--- config.mk ---
export PLATFORM = sky130hd
export DESIGN_NAME = e1_rx_alarm_mon
export DESIGN_NICKNAME = d
export VERILOG_FILES = /design/src/rtl/e1_alarm_pkg.sv /design/src/rtl/e1_win_count.sv /design/src/rtl/e1_run_hyst.sv /design/src/rtl/e1_ts16_mon.sv /design/src/rtl/e1_los_det.sv /design/src/rtl/e1_rx_alarm_mon.sv
export SDC_FILE = /design/constraint.sdc
export NUM_CORES = 1
export LEC_CHECK = 0
export CAP_MARGIN = 20
export CORE_MARGIN = 5
export CORE_UTILIZATION = 53
export DETAILED_ROUTE_END_ITERATION = 10
export GPL_TIMING_DRIVEN = 0
export PLACE_DENSITY = 0.77
export SLEW_MARGIN = 30
export SYNTH_ARGS = -nofsm -noshare
export SYNTH_HDL_FRONTEND = slang
export SYNTH_SLANG_ARGS = --single-unit
--- constraint.sdc ---
create_clock -name clk -period 2 [get_ports clk]
set_input_delay 0.4 -clock clk [delete_from_list [all_inputs] [get_ports clk]]
set_output_delay 0.4 -clock clk [all_outputs]
set_load 0.1 [all_outputs]
--- src/rtl/e1_alarm_pkg.sv ---
package e1_alarm_pkg;
  localparam int ALM_N      = 6;
  localparam int SLOT_BITS  = 8;
  localparam int SBW        = $clog2(SLOT_BITS);

  localparam int A_SIG_ONES = 0;
  localparam int A_SIG_ZERO = 1;
  localparam int A_DIST_MF  = 2;
  localparam int A_UNFR_ONE = 3;
  localparam int A_REMOTE   = 4;
  localparam int A_CAR_LOSS = 5;

  typedef logic [ALM_N-1:0] alm_vec_t;
endpackage

--- src/rtl/e1_win_count.sv ---
module e1_win_count #(
  parameter int   WIN   = 512,
  parameter int   SAT   = 3,
  parameter logic MATCH = 1'b0,
  localparam int  PW    = $clog2(WIN),
  localparam int  HW    = $clog2(SAT + 1)
) (
  input  logic          clk,
  input  logic          rst_n,
  input  logic          bit_en,
  input  logic          rx_bit,
  output logic          win_end,
  output logic [HW-1:0] hits_nxt
);
  logic [PW-1:0] pos_q, pos_d;
  logic [HW-1:0] hits_q, hits_d;

  always_comb begin
    win_end  = bit_en && (pos_q == PW'(WIN - 1));
    hits_nxt = hits_q;
    if ((rx_bit == MATCH) && (hits_q != HW'(SAT))) begin
      hits_nxt = hits_q + HW'(1);
    end
    pos_d  = pos_q;
    hits_d = hits_q;
    if (bit_en) begin
      if (win_end) begin
        pos_d  = '0;
        hits_d = '0;
      end else begin
        pos_d  = pos_q + PW'(1);
        hits_d = hits_nxt;
      end
    end
  end

  always_ff @(posedge clk or negedge rst_n) begin
    if (!rst_n) begin
      pos_q  <= '0;
      hits_q <= '0;
    end else begin
      pos_q  <= pos_d;
      hits_q <= hits_d;
    end
  end
endmodule

--- src/rtl/e1_run_hyst.sv ---
module e1_run_hyst #(
  parameter int  N  = 2,
  localparam int RW = $clog2(N + 1)
) (
  input  logic clk,
  input  logic rst_n,
  input  logic smp_en,
  input  logic smp_bit,
  output logic flag
);
  logic [RW-1:0] run_q, run_d, run_nx;
  logic          val_q, val_d;
  logic          flag_q, flag_d;

  always_comb begin
    if (smp_bit == val_q) begin
      run_nx = (run_q == RW'(N)) ? run_q : run_q + RW'(1);
    end else begin
      run_nx = RW'(1);
    end
    run_d  = run_q;
    val_d  = val_q;
    flag_d = flag_q;
    if (smp_en) begin
      run_d = run_nx;
      val_d = smp_bit;
      if (run_nx == RW'(N)) begin
        flag_d = smp_bit;
      end
    end
  end

  always_ff @(posedge clk or negedge rst_n) begin
    if (!rst_n) begin
      run_q  <= '0;
      val_q  <= 1'b0;
      flag_q <= 1'b0;
    end else begin
      run_q  <= run_d;
      val_q  <= val_d;
      flag_q <= flag_d;
    end
  end

  assign flag = flag_q;
endmodule

--- src/rtl/e1_ts16_mon.sv ---
module e1_ts16_mon #(
  parameter int  MF_FRAMES = 16,
  parameter int  SIG_TS    = 16,
  parameter int  MIN_ZEROS = 3,
  parameter int  TSW       = 5,
  localparam int FW        = $clog2(MF_FRAMES),
  localparam int ZW        = $clog2(MIN_ZEROS + 1)
) (
  input  logic           clk,
  input  logic           rst_n,
  input  logic           bit_en,
  input  logic           rx_bit,
  input  logic [TSW-1:0] slot,
  input  logic [FW-1:0]  frm,
  input  logic [2:0]     bpos,
  output logic           sig_ones,
  output logic           sig_zeros
);
  logic          in_ts, mf_first, mf_last;
  logic          armed_q, armed_d, armed_nx;
  logic [ZW-1:0] zeros_q, zeros_d, zeros_base, zeros_nx;
  logic          one_q, one_d, one_nx;
  logic          ones_q, ones_d, zero_q, zero_d;

  always_comb begin
    in_ts    = bit_en && (slot == TSW'(SIG_TS));
    mf_first = in_ts && (frm == '0) && (bpos == 3'd0);
    mf_last  = in_ts && (frm == FW'(MF_FRAMES - 1)) && (bpos == 3'd7);
    armed_nx = armed_q | mf_first;

    zeros_base = mf_first ? '0 : zeros_q;
    zeros_nx   = zeros_base;
    if (!rx_bit && (zeros_base != ZW'(MIN_ZEROS))) begin
      zeros_nx = zeros_base + ZW'(1);
    end
    one_nx = (mf_first ? 1'b0 : one_q) | rx_bit;

    armed_d = armed_nx;
    zeros_d = zeros_q;
    one_d   = one_q;
    ones_d  = ones_q;
    zero_d  = zero_q;
    if (in_ts && armed_nx) begin
      zeros_d = zeros_nx;
      one_d   = one_nx;
      if (mf_last) begin
        ones_d = (zeros_nx < ZW'(MIN_ZEROS));
        zero_d = !one_nx;
      end
    end
  end

  always_ff @(posedge clk or negedge rst_n) begin
    if (!rst_n) begin
      armed_q <= 1'b0;
      zeros_q <= '0;
      one_q   <= 1'b0;
      ones_q  <= 1'b0;
      zero_q  <= 1'b0;
    end else begin
      armed_q <= armed_d;
      zeros_q <= zeros_d;
      one_q   <= one_d;
      ones_q  <= ones_d;
      zero_q  <= zero_d;
    end
  end

  assign sig_ones  = ones_q;
  assign sig_zeros = zero_q;
endmodule

--- src/rtl/e1_los_det.sv ---
module e1_los_det #(
  parameter int  SHORT_RUN = 255,
  parameter int  LONG_RUN  = 2048,
  parameter int  CLR_WIN   = 255,
  parameter int  CLR_ONES  = 32,
  localparam int RW        = $clog2(LONG_RUN + 1),
  localparam int HW        = $clog2(CLR_ONES + 1)
) (
  input  logic clk,
  input  logic rst_n,
  input  logic bit_en,
  input  logic rx_bit,
  input  logic long_sel,
  output logic los
);
  logic [RW-1:0] run_q, run_d, run_nx, thr;
  logic          los_q, los_d;
  logic          win_end;
  logic [HW-1:0] ones_nxt;
  logic          set_hit, clr_hit;

  e1_win_count #(.WIN(CLR_WIN), .SAT(CLR_ONES), .MATCH(1'b1)) u_clr_win (
    .clk      (clk),
    .rst_n    (rst_n),
    .bit_en   (bit_en),
    .rx_bit   (rx_bit),
    .win_end  (win_end),
    .hits_nxt (ones_nxt)
  );

  always_comb begin
    thr = long_sel ? RW'(LONG_RUN) : RW'(SHORT_RUN);
    if (rx_bit) begin
      run_nx = '0;
    end else if (run_q == RW'(LONG_RUN)) begin
      run_nx = run_q;
    end else begin
      run_nx = run_q + RW'(1);
    end
    set_hit = bit_en && !rx_bit && (run_nx >= thr);
    clr_hit = win_end && (ones_nxt >= HW'(CLR_ONES));
    run_d   = bit_en ? run_nx : run_q;
    los_d   = los_q;
    if (set_hit) begin
      los_d = 1'b1;
    end else if (clr_hit) begin
      los_d = 1'b0;
    end
  end

  always_ff @(posedge clk or negedge rst_n) begin
    if (!rst_n) begin
      run_q <= '0;
      los_q <= 1'b0;
    end else begin
      run_q <= run_d;
      los_q <= los_d;
    end
  end

  assign los = los_q;
endmodule

--- src/rtl/e1_rx_alarm_mon.sv ---
module e1_rx_alarm_mon
  import e1_alarm_pkg::*;
#(
  parameter int  FRAME_BITS     = 256,
  parameter int  MF_FRAMES      = 16,
  parameter int  SIG_TS         = 16,
  parameter int  SIG_MIN_ZEROS  = 3,
  parameter int  DMA_BIT        = 6,
  parameter int  DMA_RUN        = 2,
  parameter int  RAI_BIT        = 3,
  parameter int  RAI_RUN        = 3,
  parameter int  UNFR_WIN       = 512,
  parameter int  UNFR_MAX_ZEROS = 2,
  parameter int  LOS_SHORT      = 255,
  parameter int  LOS_LONG       = 2048,
  parameter int  LOS_CLR_WIN    = 255,
  parameter int  LOS_CLR_ONES   = 32,
  localparam int BW             = $clog2(FRAME_BITS),
  localparam int FW             = $clog2(MF_FRAMES),
  localparam int TSW            = BW - SBW,
  localparam int UZW            = $clog2(UNFR_MAX_ZEROS + 2)
) (
  input  logic             clk,
  input  logic             rst_n,
  input  logic             bit_en,
  input  logic             rx_bit,
  input  logic [BW-1:0]    bit_idx,
  input  logic [FW-1:0]    frm_num,
  input  logic             is_align,
  input  logic             long_los,
  input  logic             latch_clr,
  output logic [ALM_N-1:0] alm_lvl,
  output logic [ALM_N-1:0] alm_latch
);
  logic [1:0]     rs_q;
  logic           rst_i;
  logic [TSW-1:0] slot;
  logic [2:0]     bpos;
  logic           dma_smp, rai_smp;
  logic           unfr_end;
  logic [UZW-1:0] unfr_zeros;
  logic           unfr_q, unfr_d;
  alm_vec_t       lvl, lvl_d1;

  always_ff @(posedge clk or negedge rst_n) begin
    if (!rst_n) begin
      rs_q <= 2'b00;
    end else begin
      rs_q <= {rs_q[0], 1'b1};
    end
  end
  assign rst_i = rs_q[1];

  assign slot = bit_idx[BW-1:SBW];
  assign bpos = bit_idx[SBW-1:0];

  always_comb begin
    dma_smp = bit_en && (slot == TSW'(SIG_TS)) && (frm_num == '0) &&
              (bpos == 3'(DMA_BIT - 1));
    rai_smp = bit_en && (slot == '0) && !is_align &&
              (bpos == 3'(RAI_BIT - 1));
  end

  e1_ts16_mon #(
    .MF_FRAMES (MF_FRAMES),
    .SIG_TS    (SIG_TS),
    .MIN_ZEROS (SIG_MIN_ZEROS),
    .TSW       (TSW)
  ) u_ts16 (
    .clk       (clk),
    .rst_n     (rst_i),
    .bit_en    (bit_en),
    .rx_bit    (rx_bit),
    .slot      (slot),
    .frm       (frm_num),
    .bpos      (bpos),
    .sig_ones  (lvl[A_SIG_ONES]),
    .sig_zeros (lvl[A_SIG_ZERO])
  );

  e1_run_hyst #(.N(DMA_RUN)) u_dma (
    .clk     (clk),
    .rst_n   (rst_i),
    .smp_en  (dma_smp),
    .smp_bit (rx_bit),
    .flag    (lvl[A_DIST_MF])
  );

  e1_run_hyst #(.N(RAI_RUN)) u_rai (
    .clk     (clk),
    .rst_n   (rst_i),
    .smp_en  (rai_smp),
    .smp_bit (rx_bit),
    .flag    (lvl[A_REMOTE])
  );

  e1_win_count #(.WIN(UNFR_WIN), .SAT(UNFR_MAX_ZEROS + 1), .MATCH(1'b0)) u_unfr_win (
    .clk      (clk),
    .rst_n    (rst_i),
    .bit_en   (bit_en),
    .rx_bit   (rx_bit),
    .win_end  (unfr_end),
    .hits_nxt (unfr_zeros)
  );

  always_comb begin
    unfr_d = unfr_q;
    if (unfr_end) begin
      unfr_d = (unfr_zeros <= UZW'(UNFR_MAX_ZEROS));
    end
  end

  always_ff @(posedge clk or negedge rst_i) begin
    if (!rst_i) begin
      unfr_q <= 1'b0;
    end else begin
      unfr_q <= unfr_d;
    end
  end
  assign lvl[A_UNFR_ONE] = unfr_q;

  e1_los_det #(
    .SHORT_RUN (LOS_SHORT),
    .LONG_RUN  (LOS_LONG),
    .CLR_WIN   (LOS_CLR_WIN),
    .CLR_ONES  (LOS_CLR_ONES)
  ) u_los (
    .clk      (clk),
    .rst_n    (rst_i),
    .bit_en   (bit_en),
    .rx_bit   (rx_bit),
    .long_sel (long_los),
    .los      (lvl[A_CAR_LOSS])
  );

  always_ff @(posedge clk or negedge rst_i) begin
    if (!rst_i) begin
      lvl_d1 <= '0;
    end else begin
      lvl_d1 <= lvl;
    end
  end

  for (genvar g = 0; g < ALM_N; g++) begin : g_sticky
    logic lat_q, lat_d;

    always_comb begin
      lat_d = lat_q;
      if (latch_clr && !lvl[g]) begin
        lat_d = 1'b0;
      end
      if (lvl[g] && !lvl_d1[g]) begin
        lat_d = 1'b1;
      end
    end

    always_ff @(posedge clk or negedge rst_i) begin
      if (!rst_i) begin
        lat_q <= 1'b0;
      end else begin
        lat_q <= lat_d;
      end
    end

    assign alm_latch[g] = lat_q;
  end

  assign alm_lvl = lvl;
endmodule

Word-level counts from Yosys, hierarchy flattened
Index checks and enable logic that the tools add are counted.
{"block": "totals", "ff_bits": 67, "input_bits": 19, "out_inout_bits": 12, "elab_cells": 146}
{"block": "classes", "n_addsub": 8, "magnitude_cmp": 4, "n_eq_ne": 17, "n_mux": 30, "n_bitwise": 3, "n_reduce_logical": 58}
{"cell": "two-way mux 12 bit", "n": 3}
{"cell": "logical AND 1 bit", "n": 30}
{"cell": "two-way mux 2 bit", "n": 8}
{"cell": "zero test 1 bit", "n": 15}
{"cell": "two-way mux 1 bit", "n": 15}
{"cell": "nonzero test 2 bit", "n": 7}
{"cell": "adder 12 x 1 -> 12 bit, second input constant", "n": 1}
{"cell": "== test 12 bit, second input constant", "n": 1}
{"cell": "greater-or-equal comparator 12 bit", "n": 1}
{"cell": "two-way mux 6 bit", "n": 2}
{"cell": "adder 9 x 1 -> 9 bit, second input constant", "n": 1}
{"cell": "== test 9 bit, second input constant", "n": 1}
{"cell": "two-way mux 9 bit", "n": 1}
{"cell": "adder 2 x 1 -> 2 bit, second input constant", "n": 4}
{"cell": "adder 8 x 1 -> 8 bit, second input constant", "n": 1}
{"cell": "== test 2 bit, second input constant", "n": 4}
{"cell": "== test 8 bit, second input constant", "n": 1}
{"cell": "two-way mux 8 bit", "n": 1}
{"cell": "adder 6 x 1 -> 6 bit, second input constant", "n": 1}
{"cell": "== test 3 bit, second input constant", "n": 2}
{"cell": "greater-or-equal comparator 6 bit, second input constant", "n": 1}
{"cell": "!= test 6 bit, second input constant", "n": 1}
{"cell": "AND reduction 2 bit", "n": 3}
{"cell": "== test 5 bit, second input constant", "n": 1}
{"cell": "11 further kinds", "n": 14}

Depth between registers and ports, before layout
Gate-level depths: netlist of the first run.
{"block": "depth", "depth_word": 9, "mapped_depth": 14, "mapped_depth_nobuf": 12}

Cells and area by module
Synthesis of the first run repeated with hierarchy kept, for this count alone.
{"block": "unflattened", "cells_unflattened": 388, "hier_area_um2": 3992.6}
{"module": "e1_los_det", "n_inst": 1, "cells_per_inst": 129, "area_each_um2": 1132.3}
{"module": "e1_win_count (u_los.u_clr_win)", "n_inst": 1, "cells_per_inst": 92, "area_each_um2": 919.6}
{"module": "e1_rx_alarm_mon", "n_inst": 1, "cells_per_inst": 44, "area_each_um2": 600.6}
{"module": "e1_win_count (u_unfr_win)", "n_inst": 1, "cells_per_inst": 52, "area_each_um2": 554.3}
{"module": "e1_ts16_mon", "n_inst": 1, "cells_per_inst": 39, "area_each_um2": 426.7}
{"module": "e1_run_hyst (u_dma)", "n_inst": 1, "cells_per_inst": 18, "area_each_um2": 187.7}
{"module": "e1_run_hyst (u_rai)", "n_inst": 1, "cells_per_inst": 14, "area_each_um2": 171.4}

Worst setup path before layout of the first run
OpenSTA, ideal clock, no wires.
{"block": "synth_path", "kind": "register -> register", "start": "register u_los.run_q[0]", "end": "register u_los.los_q, in the netlist u_los.los", "t_arrival_ns": 2.612, "t_required_ns": 1.864, "slack_ns": -0.748, "path_stages_with_launch": 15, "path_buffers": 2, "cell_sequence": "dfrtp_1 -> clkbuf_1 -> inv_1 -> ha_1 -> nor4b_1 -> and4_1 -> clkbuf_1 -> xnor2_1 -> nand2_1 -> ha_1 -> nand2b_1 -> a31oi_1 -> nor3_1 -> a2111oi_0 -> o211ai_1"}
{"block": "synth_via", "elab_chain_len": 6}
{"item": "from (decl)", "line": "e1_los_det.sv:16", "rtl": "logic [RW-1:0] run_q, run_d, run_nx, thr;"}
{"item": "from (signal assigned)", "line": "e1_los_det.sv:56", "rtl": "run_q <= run_d;"}
{"item": "adder 12 x 1 -> 12 bit / == test 12 bit (equally long branches)", "line": "e1_los_det.sv:38, e1_los_det.sv:35"}
{"item": "two-way mux 12 bit *", "line": "e1_los_det.sv:35", "rtl": "end else if (run_q == RW'(LONG_RUN)) begin"}
{"item": "two-way mux 12 bit *", "line": "e1_los_det.sv:33", "rtl": "if (rx_bit) begin"}
{"item": "greater-or-equal comparator 12 bit *", "line": "e1_los_det.sv:40", "rtl": "set_hit = bit_en && !rx_bit && (run_nx >= thr);"}
{"item": "logical AND 1 bit *", "line": "e1_los_det.sv:40"}
{"item": "two-way mux 1 bit / nonzero test 2 bit (equally long branches)"}
{"item": "to (signal assigned)", "line": "e1_los_det.sv:57", "rtl": "los_q <= los_d;"}
{"item": "to (decl)", "line": "e1_los_det.sv:17", "rtl": "logic los_q, los_d;"}
Mark *: on every way between the ends. The rest lies on a longest branch, timed or not.
A chain may end at the register's enable or synchronous reset.

Worst setup path after layout of the first run
{"block": "layout_path", "start": "register u_los.run_q[0]", "end": "register u_los.los_q, in the netlist u_los.los"}
{"block": "layout_via", "elab_chain_len": 6}
{"item": "adder 12 x 1 -> 12 bit / == test 12 bit (equally long branches)", "line": "e1_los_det.sv:38, e1_los_det.sv:35"}
{"item": "two-way mux 12 bit *", "line": "e1_los_det.sv:35"}
{"item": "two-way mux 12 bit *", "line": "e1_los_det.sv:33"}
{"item": "named net u_los.run_nx[1]", "line": "e1_los_det.sv:16"}
{"item": "greater-or-equal comparator 12 bit *", "line": "e1_los_det.sv:40"}
{"item": "logical AND 1 bit *", "line": "e1_los_det.sv:40"}
{"item": "two-way mux 1 bit / nonzero test 2 bit (equally long branches)"}
Mark *: on every way through the listed nets, which the timed path passes. The rest lies on a longest branch.

==> results.toml, run 1 <==
[critical_path]
critPathLaunch = "u_los.run_q[0]$_DFFE_PN0P_"
cpMaxStageDelayCell = "dfrtp_1"
crit_type = "flip-flop to flip-flop"
max_stage_delay_ns = 0.39
critical_path_buf_inv_count = 3
crit_fanout = 3
crit_path_start_kind = "flip-flop"
arrival_ns = 2.97
cp_top_family = "compound AO/OA/AOI/OAI gates"
cp.required_ns = 2.21
crit-reg2reg-launch = "u_los.run_q[0]$_DFFE_PN0P_"
path_cells = "clkbuf_8 > inv_4 > ha_4 > nor4b_4 > nand4_1 > buf_4 > nand2_1 > a21oi_2 > ha_1 > a211o_1 > a31oi_2 > nor3_2 > a2111oi_2 > o211ai_1"
worst_setup_path_end_kind = "flip-flop"

[cts]
clock_sinks = 67
numCtsBuffers = 9
worstSkewPairLatency_ns = 0.35
cts_buffer_depth = 2
cts_tree = "done"
clkTransAtPathRegs_ns = 0.09
cts_root_buffer = "clkbuf_8"
htree_levels = 3
cts_hold_buf = 0

[power_and_ir_drop]
p_leak_nw = 2.14
comb_power_share_pct = 27.6
vdd_drop_max_mv = 0.553
p_int_mw = 2.69
power_density_mw_per_mm2 = 902
p_clk_share_pct = 27.7
power_frac_seq_pct = 44.7
power_mw = 4.27
p_sw_share_pct = 36.9
p_sw_mw = 1.58

[final_layout]
nets = 491
diodes = 0
syn2layout_area_growth_pct = 25.2
fin_util_pct = 68.9
drive_gt1_share_pct = 24.1
seqCellArea_mm2 = 0.00168
fillers = 522
multi_input_area_mm2 = 0.00201

[drt]
first_pass_iters = 4
wl_per_cell_um = 15.6
detail_route.vias_per_cell = 5.72
vias = 3165
totalWireLength_mm = 8.62
drt-initial-drc-count = 118
drc = 0
detail-route-antenna-nets = 0

[worst_hold_path]
hp-class = "primary input to async pin"

[die]
dieWidth_um = 94.5
core_mm2 = 0.00687
fp.dieH_um = 94.5
die_area_mm2 = 0.00892
start_util_pct = 55.0
num_rows = 30
io_pins = 31

[synthesis]
synth_cell_types = 55
ys_seq_elements = 67
syn_nets = 437
yosysWarnings = 0
yosysSeqAreaShare_pct = 44.4
synth_area_leaders = "dfrtp_1 44%, ha_1 6.6%, nor2_1 3.6%, o21ai_0 3.6%, a21oi_1 3.4%"
netlist_instances = 398
synth_flop_cell = "dfrtp_1"
yosysMostFrequentCell = "dfrtp_1"
synth_edf_count = 0
synth_top_area_share_pct = 44.4
async_flop_share_pct = 100
synth_area_mm2 = 0.00378
synth_commonest_cells = "67 x dfrtp_1, 36 x nor2_1, 32 x nand2_1"
syn_avg_cell_area_um2 = 9.50
post-synth-top-area-cell = "dfrtp_1"

[sta]
rsz0062_at_grt = "yes"
setup_viol = 2
fin_ws_ns = -0.756
post-route-period-util_pct = 138
hold_ws_ns = 0.196
report.final.slew_viol_count = 0
finalHoldViolCount = 0
clock_skew_ns = 0.0156
max_slew_margin_pct = 61.1
worstMarginPinSlew_ns = 0.584
tns_ns = -0.946
fmax_mhz = 363
layout_min_cycle_time_ns = 2.76

[placed_design]
dpl.hpwl_mm = 5.80
dp_worst_setup_slack_ns = -1.51
globalplace.congestion = 0.896
portBuffers = 29

[global_routing]
grt_pass1_wl_mm = 14.7
grt_pass1_vias = 3139
grt_max_degree = 47
grt_overflow = 0
grt_util_all_layers_pct = 21.0
antenna_found_initial = 0

[run_status]
status = "finished, violations left"
violations = "setup timing"

[run]
cap_violations = 0
power by group through the flow:
stage	clock network, mW	registers [mW]	logic (mW)
floorplan	0	1.86	0.874
global placement	0	1.92	1.05
detailed placement	0	1.92	1.13
CTS	1.19	1.90	1.15
global route	1.24	1.95	1.31
finish	1.18	1.91	1.18
cells by family after synthesis:
kind of cell / synth area share [%]
compound gates: 15.3
simple gates: 19.3
other cells: 0.0992
buf+inv: 6.36
fa+ha+maj: 6.62
mux: 4.04
xor+xnor: 3.94
flops: 44.4
state kept, by name, indices dropped and copies added (netlist names), 2 cells and up:
register / count
u_los.u_clr_win.hits_q: 6
u_los.u_clr_win.pos_q: 8
g_sticky.lat_q: 6
u_ts16.zeros_q: 2
lvl_d1: 6
u_rai.run_q: 2
u_dma.run_q: 2
u_los.run_q: 12
u_unfr_win.pos_q: 9
u_unfr_win.hits_q: 2
rs_q: 2
cells in the final DEF, fill, tap and decap left out, drive strengths merged, types with 3 or more instances in the layout:
master         netlist  final
a21o                 4      4
a21oi               26     26
a31oi                7      7
a32o                 3      3
and3                 6      6
buf                 14     31
clkbuf              13     19
clkdlybuf4s15        0     15
clkdlybuf4s50        0     14
dfrtp               67     67
ha                  20     20
inv                 24     28
mux2                10     10
mux2i                4      4
nand2               32     32
nand3               12     12
nand4               14     14
nor2                37     37
nor2b                5      5
nor3                 9      9
nor4                 4      4
o21ai               29     29
o2bb2ai              4      4
o31ai                5      5
or3                  3      3
xnor2                4      4
xor2                13     13
timing repair:
action / in CTS / in global routing
pin swaps: 17 / 16
setup endpoints to repair: 32 / 18
buffers inserted: 22 / 4
gates resized for setup: 61 / 21
gates cloned: 0 / 0
layout make-up:
type,count,share of cell area (%)
Inverter,24,1.96
Buffer,25,3.75
Sequential cell,67,35.5
Timing Repair Buffer,45,9.49
Tap cell,96,2.54
Clock inverter,7,1.74
Multi-Input combinational cell,280,42.4
Clock buffer,9,2.62
metal layers:
layer	wire length [µm]	track usage (%)	vias to the layer above	share of wire, %
met1	3700	26.1	1532	43
met2	4220	35.8	100	49
met4	170	9.13	0	2.0
li1	-	-	1516	-
met5	0	0	-	0
met3	526	3.67	17	6.1
path summary, 6_finish.rpt:
kind | endpoint | slack (ns) | depth (start not counted)
setup reg to reg | u_los.los$_DFFE_PN0P_ | -0.76 | 14
hold / removal | rs_q[1]$_DFF_PN0_ | 0.20 | 1
max in group asynchronous | u_los.run_q[1]$_DFFE_PN0P_ | 1.24 | 1
min in group clk | rs_q[1]$_DFF_PN0_ | 0.36 | 0
hold reg to reg | g_sticky[4].lat_q$_DFFE_PN0P_ | 0.22 | 0
setup / recovery | u_los.los$_DFFE_PN0P_ | -0.76 | 14
stage by stage:
step | cells | instance area (µm²)
after floorplan | 398 | 3830
after global placement | 523 | 4240
after detailed placement | 524 | 4270
after CTS | 561 | 4720
after global routing | 553 | 4730
final | 553 | 4730
(Power assumes the default switching activity.)
==> inputs of run 2 (changes only) <==
Settings changed: CAP_MARGIN 20 to default.
==> results of run 2 <==
Same layout as run 1: the final DEF is identical, and so are final timing and power.
